==> src/rtl/irqc_pkg.sv <==
package irqc_pkg;
  localparam int NUM_SRC  = 17;
  localparam int SRC_BRK  = 16;
  localparam int SRC_RX   = 3;
  localparam int SRC_TX   = 4;
  localparam int SRC_KEY  = 14;
  localparam int SRC_CONV = 15;

  localparam logic [1:0] ADR_EN   = 2'd0;
  localparam logic [1:0] ADR_REQ  = 2'd1;
  localparam logic [1:0] ADR_EDGE = 2'd2;
  localparam logic [1:0] ADR_CTRL = 2'd3;

  localparam logic [NUM_SRC-1:0] RST_REQ = {{(NUM_SRC-1){1'b0}}, 1'b1};

  // external pin k -> source index
  function automatic int pin_src(input int k);
    case (k)
      0:       return 1;
      1:       return 2;
      2:       return 9;
      3:       return 10;
      4:       return 12;
      5:       return 13;
      default: return 1;
    endcase
  endfunction

  // timer pulse bit j (2..6) -> source index
  function automatic int tmr_src(input int j);
    case (j)
      2:       return 5;
      3:       return 6;
      4:       return 7;
      5:       return 8;
      6:       return 11;
      default: return 5;
    endcase
  endfunction
endpackage

==> src/rtl/irqc_rst_sync.sv <==
module irqc_rst_sync (
  input  logic clk,
  input  logic rst_n,
  output logic rst_sync_n
);
  logic [1:0] stg_q;

  always_ff @(posedge clk or negedge rst_n) begin
    if (!rst_n) stg_q <= 2'b00;
    else        stg_q <= {stg_q[0], 1'b1};
  end

  assign rst_sync_n = stg_q[1];
endmodule

==> src/rtl/irqc_sync.sv <==
module irqc_sync #(
  parameter int W = 1
) (
  input  logic         clk,
  input  logic         rst_n,
  input  logic [W-1:0] async_i,
  output logic [W-1:0] sync_o
);
  logic [W-1:0] meta_q;
  logic [W-1:0] stab_q;

  always_ff @(posedge clk or negedge rst_n) begin
    if (!rst_n) begin
      meta_q <= '0;
      stab_q <= '0;
    end else begin
      meta_q <= async_i;
      stab_q <= meta_q;
    end
  end

  assign sync_o = stab_q;
endmodule

==> src/rtl/irqc_edge_det.sv <==
module irqc_edge_det (
  input  logic clk,
  input  logic rst_n,
  input  logic lvl_i,
  input  logic rise_sel_i,
  output logic hit_o
);
  logic act;
  logic act_q;

  // polarity applied before history: a polarity change can itself make an edge
  always_comb act = rise_sel_i ? lvl_i : ~lvl_i;

  always_ff @(posedge clk or negedge rst_n) begin
    if (!rst_n) act_q <= 1'b1;
    else        act_q <= act;
  end

  assign hit_o = act & ~act_q;
endmodule

==> src/rtl/irqc_prio.sv <==
module irqc_prio #(
  parameter int N = 17,
  localparam int W = $clog2(N)
) (
  input  logic [N-1:0] qual_i,
  output logic         any_o,
  output logic [W-1:0] win_o
);
  always_comb begin
    win_o = '0;
    for (int i = N - 1; i >= 0; i--) begin
      if (qual_i[i]) win_o = W'(i);
    end
    any_o = |qual_i;
  end
endmodule

==> src/rtl/irq_vector_ctrl.sv <==
module irq_vector_ctrl
  import irqc_pkg::*;
#(
  parameter int                NUM_PINS = 6,
  parameter int                KEY_W    = 8,
  parameter int                DATA_W   = 16,
  parameter int                VEC_W    = 16,
  parameter logic [VEC_W-1:0]  VEC_TOP  = 16'hFFFC,
  localparam int               SRC_W    = $clog2(NUM_SRC),
  localparam int               MSK_HI   = NUM_SRC - 2
) (
  input  logic                clk,
  input  logic                rst_n,
  input  logic [NUM_PINS-1:0] ext_pin_i,
  input  logic [KEY_W-1:0]    key_port_i,
  input  logic [KEY_W-1:0]    key_inmode_i,
  input  logic                adt_pin_i,
  input  logic [7:0]          evt_i,
  input  logic                brk_i,
  input  logic                reg_we_i,
  input  logic [1:0]          reg_addr_i,
  input  logic [DATA_W-1:0]   reg_wdata_i,
  input  logic                ack_i,
  output logic                irq_o,
  output logic                push_o,
  output logic [SRC_W-1:0]    src_o,
  output logic [VEC_W-1:0]    vec_lo_o,
  output logic [VEC_W-1:0]    vec_hi_o,
  output logic                iflag_o
);
  logic rst_i_n;

  logic [NUM_PINS-1:0] pin_sync, pin_hit;
  logic [KEY_W-1:0]    key_sync;
  logic                adt_sync, key_hit, adt_hit, key_lvl;

  logic [MSK_HI:1]     en_q;
  logic [NUM_PINS-1:0] pol_q;
  logic                ser_q, adsel_q, iflag_q, iflag_d;
  logic [NUM_SRC-1:0]  req_q, req_d, set_v, clr_v, qual;
  logic                any, take;
  logic [SRC_W-1:0]    win;
  logic                en_we, pol_we, ctl_we, req_we;

  logic [SRC_W-1:0]    src_q;
  logic [VEC_W-1:0]    vlo_q, vhi_q, vlo_d, vhi_d;
  logic                push_q;

  irqc_rst_sync u_rst (.clk(clk), .rst_n(rst_n), .rst_sync_n(rst_i_n));

  irqc_sync #(.W(NUM_PINS)) u_pin_sync (
    .clk(clk), .rst_n(rst_i_n), .async_i(ext_pin_i), .sync_o(pin_sync));
  irqc_sync #(.W(KEY_W)) u_key_sync (
    .clk(clk), .rst_n(rst_i_n), .async_i(key_port_i), .sync_o(key_sync));
  irqc_sync #(.W(1)) u_adt_sync (
    .clk(clk), .rst_n(rst_i_n), .async_i(adt_pin_i), .sync_o(adt_sync));

  for (genvar k = 0; k < NUM_PINS; k++) begin : g_pin
    irqc_edge_det u_det (
      .clk(clk), .rst_n(rst_i_n), .lvl_i(pin_sync[k]),
      .rise_sel_i(pol_q[k]), .hit_o(pin_hit[k]));
  end

  always_comb key_lvl = &(key_sync | ~key_inmode_i);

  irqc_edge_det u_key_det (
    .clk(clk), .rst_n(rst_i_n), .lvl_i(key_lvl), .rise_sel_i(1'b0), .hit_o(key_hit));
  irqc_edge_det u_adt_det (
    .clk(clk), .rst_n(rst_i_n), .lvl_i(adt_sync), .rise_sel_i(1'b0), .hit_o(adt_hit));

  // register port decode
  always_comb begin
    en_we  = reg_we_i && (reg_addr_i == ADR_EN);
    req_we = reg_we_i && (reg_addr_i == ADR_REQ);
    pol_we = reg_we_i && (reg_addr_i == ADR_EDGE);
    ctl_we = reg_we_i && (reg_addr_i == ADR_CTRL);
  end

  // request set sources
  always_comb begin
    set_v = '0;
    for (int k = 0; k < NUM_PINS; k++) begin
      set_v[pin_src(k)] = set_v[pin_src(k)] | pin_hit[k];
    end
    for (int j = 2; j <= 6; j++) begin
      set_v[tmr_src(j)] = evt_i[j];
    end
    set_v[SRC_RX]   = evt_i[0] & ser_q;
    set_v[SRC_TX]   = evt_i[1] & ser_q;
    set_v[SRC_KEY]  = key_hit;
    set_v[SRC_CONV] = adsel_q ? evt_i[7] : adt_hit;
    set_v[SRC_BRK]  = brk_i;
  end

  // qualification and selection
  always_comb begin
    qual    = '0;
    qual[0] = req_q[0];
    for (int i = 1; i <= MSK_HI; i++) begin
      qual[i] = req_q[i] & en_q[i] & ~iflag_q;
    end
    qual[SRC_BRK] = req_q[SRC_BRK];
  end

  irqc_prio #(.N(NUM_SRC)) u_prio (.qual_i(qual), .any_o(any), .win_o(win));

  always_comb begin
    irq_o = any & rst_i_n;
    take  = ack_i & irq_o;
  end

  // request next state: event set beats every clear
  always_comb begin
    clr_v = '0;
    if (req_we) begin
      for (int i = 1; i <= MSK_HI; i++) clr_v[i] = ~reg_wdata_i[i];
    end
    if (take) clr_v[win] = 1'b1;
    req_d = (req_q & ~clr_v) | set_v;
  end

  always_comb begin
    iflag_d = iflag_q;
    if (ctl_we) iflag_d = reg_wdata_i[2];
    if (take)   iflag_d = 1'b1;
    vlo_d = VEC_TOP - (VEC_W'(win) << 1);
    vhi_d = VEC_TOP + VEC_W'(1) - (VEC_W'(win) << 1);
  end

  always_ff @(posedge clk or negedge rst_i_n) begin
    if (!rst_i_n) begin
      req_q   <= RST_REQ;
      iflag_q <= 1'b1;
      push_q  <= 1'b0;
    end else begin
      req_q   <= req_d;
      iflag_q <= iflag_d;
      push_q  <= take;
    end
  end

  always_ff @(posedge clk or negedge rst_i_n) begin
    if (!rst_i_n) begin
      en_q    <= '0;
      pol_q   <= '0;
      ser_q   <= 1'b0;
      adsel_q <= 1'b0;
    end else begin
      if (en_we)  en_q  <= reg_wdata_i[MSK_HI:1];
      if (pol_we) pol_q <= reg_wdata_i[NUM_PINS-1:0];
      if (ctl_we) begin
        ser_q   <= reg_wdata_i[0];
        adsel_q <= reg_wdata_i[1];
      end
    end
  end

  always_ff @(posedge clk or negedge rst_i_n) begin
    if (!rst_i_n) begin
      src_q <= '0;
      vlo_q <= '0;
      vhi_q <= '0;
    end else if (take) begin
      src_q <= win;
      vlo_q <= vlo_d;
      vhi_q <= vhi_d;
    end
  end

  assign push_o   = push_q;
  assign src_o    = src_q;
  assign vec_lo_o = vlo_q;
  assign vec_hi_o = vhi_q;
  assign iflag_o  = iflag_q;
endmodule

==> config.mk <==
export PLATFORM = sky130hd
export DESIGN_NAME = irq_vector_ctrl
export DESIGN_NICKNAME = d
export VERILOG_FILES = /design/src/rtl/irqc_pkg.sv /design/src/rtl/irqc_rst_sync.sv /design/src/rtl/irqc_sync.sv /design/src/rtl/irqc_edge_det.sv /design/src/rtl/irqc_prio.sv /design/src/rtl/irq_vector_ctrl.sv
export SDC_FILE = /design/constraint.sdc
export NUM_CORES = 1
export LEC_CHECK = 0
export CAP_MARGIN = 10
export CORE_ASPECT_RATIO = 0.75
export CORE_MARGIN = 3
export CORE_UTILIZATION = 53
export DETAILED_ROUTE_END_ITERATION = 6
export PLACE_DENSITY = 0.93
export SLEW_MARGIN = 5
export SYNTH_ARGS = -nofsm -noshare
export SYNTH_HDL_FRONTEND = slang
export SYNTH_SLANG_ARGS = --single-unit
==> constraint.sdc <==
create_clock -name clk -period 6.19 [get_ports clk]
set_input_delay 1.857 -clock clk [delete_from_list [all_inputs] [get_ports clk]]
set_output_delay 1.857 -clock clk [all_outputs]
set_load 0.005 [all_outputs]
==> key figures <==
Yosys
  • Mapped cell area: 3890 um2
  • Post-synthesis sequential element count: 93
  • Biggest area consumer among synthesized cells: sky130_fd_sc_hd__dfrtp_1
  • Async set or reset register ratio after synthesis: 100%
  • Simple-Gate Fraction of Synth Area: 9.72%
  • Number of synthesized flops with an enable pin: 0
  • Mean cell area of the mapped netlist: 12.3 um2
  • Share of synthesized cell area in full adder, half adder and majority cells: 1.61%
  • Synthesized netlist cell count: 317
  • Dominant combinational cell family by area after synthesis: compound AO/OA/AOI/OAI gates
  • Number of distinct library cell variants in the gate-level netlist after synthesis: 50
  • Share of the synthesized area in the top cell type: 53.4%
  • Nets in the synthesized netlist: 376
  • Multiplexer share of the synthesized area: 6.92%
  • Yosys warnings: 0
  • Leading register cell type out of synthesis: sky130_fd_sc_hd__dfrtp_1
  • Most area-consuming cells after synthesis: sky130_fd_sc_hd__dfrtp_1 (53%), sky130_fd_sc_hd__dfstp_2 (6.8%), sky130_fd_sc_hd__mux2_2 (6.7%)
  • Post-synthesis sequential area ratio: 60.2%
  • Compound-gate portion of the synthesized area: 12.6%
  • XOR/XNOR share of the synthesized area: 1.58%

Global routing
  • Initial antenna violation count: 0
  • Total routing resource utilization after global routing: 21.2%
  • Maximum number of pins on one net before global-route repair: 54
  • Global-route congestion overflow total: 0
  • Number of global-route vias before repair: 2783
  • First-pass GRT wire length: 13.7 mm

Clocking
  • Number of levels in the clock H-tree: 3
  • Number of buffers inserted by post-CTS setup repair: 0
  • Sinks on the clock net: 93
  • Number of cells upsized or downsized after cts: 0
  • Clock tree root driver cell: sky130_fd_sc_hd__clkbuf_8
  • Source-to-sink clock delay at the later pin of the worst-skew pair: 360 ps
  • Max clock buf depth: 2
  • Hold buffers post-CTS: 0
  • Reg clk slew, reported paths: 90 ps
  • TritonCTS clock tree: yes
  • Number of CTS-inserted buffers: 9

Floorplan
  • Starting Density: 55.8%
  • Die span in y: 80.2 um
  • Core Region: 6960 um2
  • Area enclosed by the die boundary: 8410 um2
  • Die X: 105 um
  • Number of rows in the core area: 26
  • Ports placed on the boundary: 94

Min path
  • Tightest Hold Check Type: register to register
  • Worst min-delay path startpoint: u_key_sync.meta_q[3]

STA
  • Final hold vios: 0
  • Slew @ Worst Pin: 1230 ps
  • Max Clock Freq: 0.238 GHz
  • Final Cycle Share: 67.7%
  • Setup-violating endpoint count in the final report: 0
  • Max Slew Vio Count: 0
  • RSZ-0062 raised after global routing: false
  • Shortest clock period the worst path allows after layout: 4190 ps
  • Post-route setup slack: 2000 ps
  • Relative slew slack: 17.5%
  • Worst Hold Slack: 351 ps
  • Fin Setup TNS: 0 ps
  • Maximum clock skew at final layout: 9.14 ps

Worst setup path
  • Max Fanout on Critical Path: 14
  • Critical Path Start Type: register
  • Critical path data required time: 4330 ps
  • Kind of end point of the critical path: output pin
  • Class of the most critical setup path: register to output pin
  • Arrival time of data at the critical path endpoint: 2340 ps
  • Startpoint of the worst setup timing path: iflag_o
  • Reg-to-reg startpoint: en_q[13]

Route
  • Final wirelength: 8.58 mm
  • Final routed wire length divided by cell count: 17.4 um
  • DRC violations left: 0
  • Number of DRC markers after the initial detailed-route iteration: 153
  • Vias per std cell: 5.35
  • Antenna Violating Nets Remaining: 0
  • Number of detailed-routing iterations run before antenna repair: 4
  • Via count of the routed design: 2643

Finish
  • Nets: 450
  • Number of antenna diodes: 0
  • Area added between synthesis and finish: 26.6%
  • Share of post-route cells with drive strength above 1: 16.4%
  • Non-filler instance count after layout: 494
  • Filler cells: 508
  • Final standard cell utilization of the core: 70.7%

Placement
  • Worst setup timing slack at the placement stage: 2260 ps
  • Port buffer count: 92
  • Detailed-placement wirelength estimate: 6.32 mm
  • Global placement routability congestion: 0.854
  • Dpl cells: 478

Power
  • Lkg Pwr: 2.08 nW
  • P_sw: 0.000425 W
  • Peak supply drop: 0.000164 V
  • Combinational share of power: 21.0%
  • Power per unit of standard cell area: 297 nW/um2
  • Internal power of the cells: 0.00104 W
  • Switching share of power: 29.1%
  • Share of power burned in the clock network: 26.3%
  • Portion of total power attributed to sequential cells: 52.7%

Job
  • Maximum capacitance violations: 0

Run status
  • Run status: finished, final reports clean
-- logic make-up (layout without fill, tap and decap cells) --
kind of cell | after synthesis | after routing
AND/OR/NAND/NOR | 75 | 75
AO/OA/AOI/OAI | 64 | 64
other | 2 | 2
multiplexers | 24 | 24
flip-flops | 93 | 93
XOR/XNOR | 7 | 7
buffers and inverters | 47 | 126
adder cells (fa/ha/maj) | 5 | 5
-- sequential cells by signal, summed over array words and instances, names as in the netlist --
| register | count |
|---|---|
| adsel_q | 1 |
| en_q | 15 |
| g_pin.u_det.act_q | 6 |
| iflag_o | 1 |
| pol_q | 6 |
| push_o | 1 |
| req_q | 17 |
| ser_q | 1 |
| src_o | 4 |
| u_adt_det.act_q | 1 |
| u_adt_sync.meta_q | 1 |
| u_adt_sync.sync_o | 1 |
| u_key_det.act_q | 1 |
| u_key_sync.meta_q | 8 |
| u_key_sync.sync_o | 8 |
| u_pin_sync.meta_q | 6 |
| u_pin_sync.sync_o | 6 |
| u_rst.stg_q | 2 |
| vec_hi_o | 7 |
-- routing by layer --
layer  routed length (um)  global-route usage (%)
met2                 4260                    36.4
met5                    0                       0
met1                 3650                    26.4
met3                  555                    6.27
met4                  118                    6.29
-- path summary, 6_finish.rpt --
| check | to | cells past startpoint | slack [ps] |
|---|---|---|---|
| max in group asynchronous | u_rst.stg_q[1] | 1 | 4420 |
| max | irq_o | 5 | 2000 |
| min | u_key_sync.sync_o[3] | 0 | 350 |
| min in group asynchronous | u_key_sync.sync_o[3] | 0 | 380 |
| max reg2reg | req_q[15] | 11 | 3500 |
| min reg2reg | u_key_sync.sync_o[3] | 0 | 350 |
-- worst max-delay path: stages (launching register included) --
cell	delay, ps
sky130_fd_sc_hd__dfstp_2	670
sky130_fd_sc_hd__nand3b_1	190
sky130_fd_sc_hd__o211a_2	300
sky130_fd_sc_hd__nand3_2	170
sky130_fd_sc_hd__o21a_1	210
sky130_fd_sc_hd__clkdlybuf4s50_1	440
-- power groups by stage --
stage / Combinational, W / Sequential, W / Clock (W)
finish: 0.000307 / 0.000770 / 0.000384
global route: 0.000340 / 0.000782 / 0.000415
CTS: 0.000308 / 0.000769 / 0.000391
detailed placement: 0.000306 / 0.000779 / 0
global placement: 0.000294 / 0.000772 / 0
floorplan: 0.000180 / 0.000764 / 0
-- Yosys cell counts (2+ instances only) --
cell	count
sky130_fd_sc_hd__inv_1	16
sky130_fd_sc_hd__nand2_1	40
sky130_fd_sc_hd__a22oi_1	5
sky130_fd_sc_hd__ha_1	5
sky130_fd_sc_hd__a21oi_1	6
sky130_fd_sc_hd__dfstp_2	10
sky130_fd_sc_hd__nor2_1	3
sky130_fd_sc_hd__o22ai_1	4
sky130_fd_sc_hd__o221ai_1	15
sky130_fd_sc_hd__conb_1	2
sky130_fd_sc_hd__a32oi_1	2
sky130_fd_sc_hd__buf_4	26
sky130_fd_sc_hd__dfrtp_1	83
sky130_fd_sc_hd__mux2_2	23
sky130_fd_sc_hd__a21o_1	4
sky130_fd_sc_hd__nand3b_1	3
sky130_fd_sc_hd__or2_2	3
sky130_fd_sc_hd__buf_2	3
sky130_fd_sc_hd__nand3_1	3
sky130_fd_sc_hd__xnor2_1	7
sky130_fd_sc_hd__and2_2	2
sky130_fd_sc_hd__a22o_1	2
sky130_fd_sc_hd__nand2b_1	12
sky130_fd_sc_hd__o21ai_0	12
-- placed cells by master, fill, tap and decap left out, types with 10 or more instances in the layout --
master,instances
sky130_fd_sc_hd__clkbuf_8,10
sky130_fd_sc_hd__clkdlybuf4s50_1,92
sky130_fd_sc_hd__dfrtp_1,82
sky130_fd_sc_hd__dfstp_2,10
sky130_fd_sc_hd__inv_1,16
sky130_fd_sc_hd__mux2_2,23
sky130_fd_sc_hd__nand2_1,40
sky130_fd_sc_hd__nand2b_1,12
sky130_fd_sc_hd__o21ai_0,12
sky130_fd_sc_hd__o221ai_1,15
-- layout make-up --
type	count	area (um2)	share of cell area (%)
inverter	17	63.8	1.30
multi-input combinational	177	1270	25.9
tap	98	123	2.49
sequential	93	2340	47.6
clock inverter	6	51.3	1.04
timing repair buffer	93	928	18.9
clock buffer	10	138	2.80
-- per-stage QoR --
step / area (um2) / power, W
2_1_floorplan: 3890 / 0.000944
3_3_place_gp: 4730 / 0.00107
3_5_place_dp: 4730 / 0.00108
4_1_cts: 4920 / 0.00147
5_1_grt: 4920 / 0.00154
6_report: 4920 / 0.00146
No activity file was read; power rests on OpenSTA's default activity.
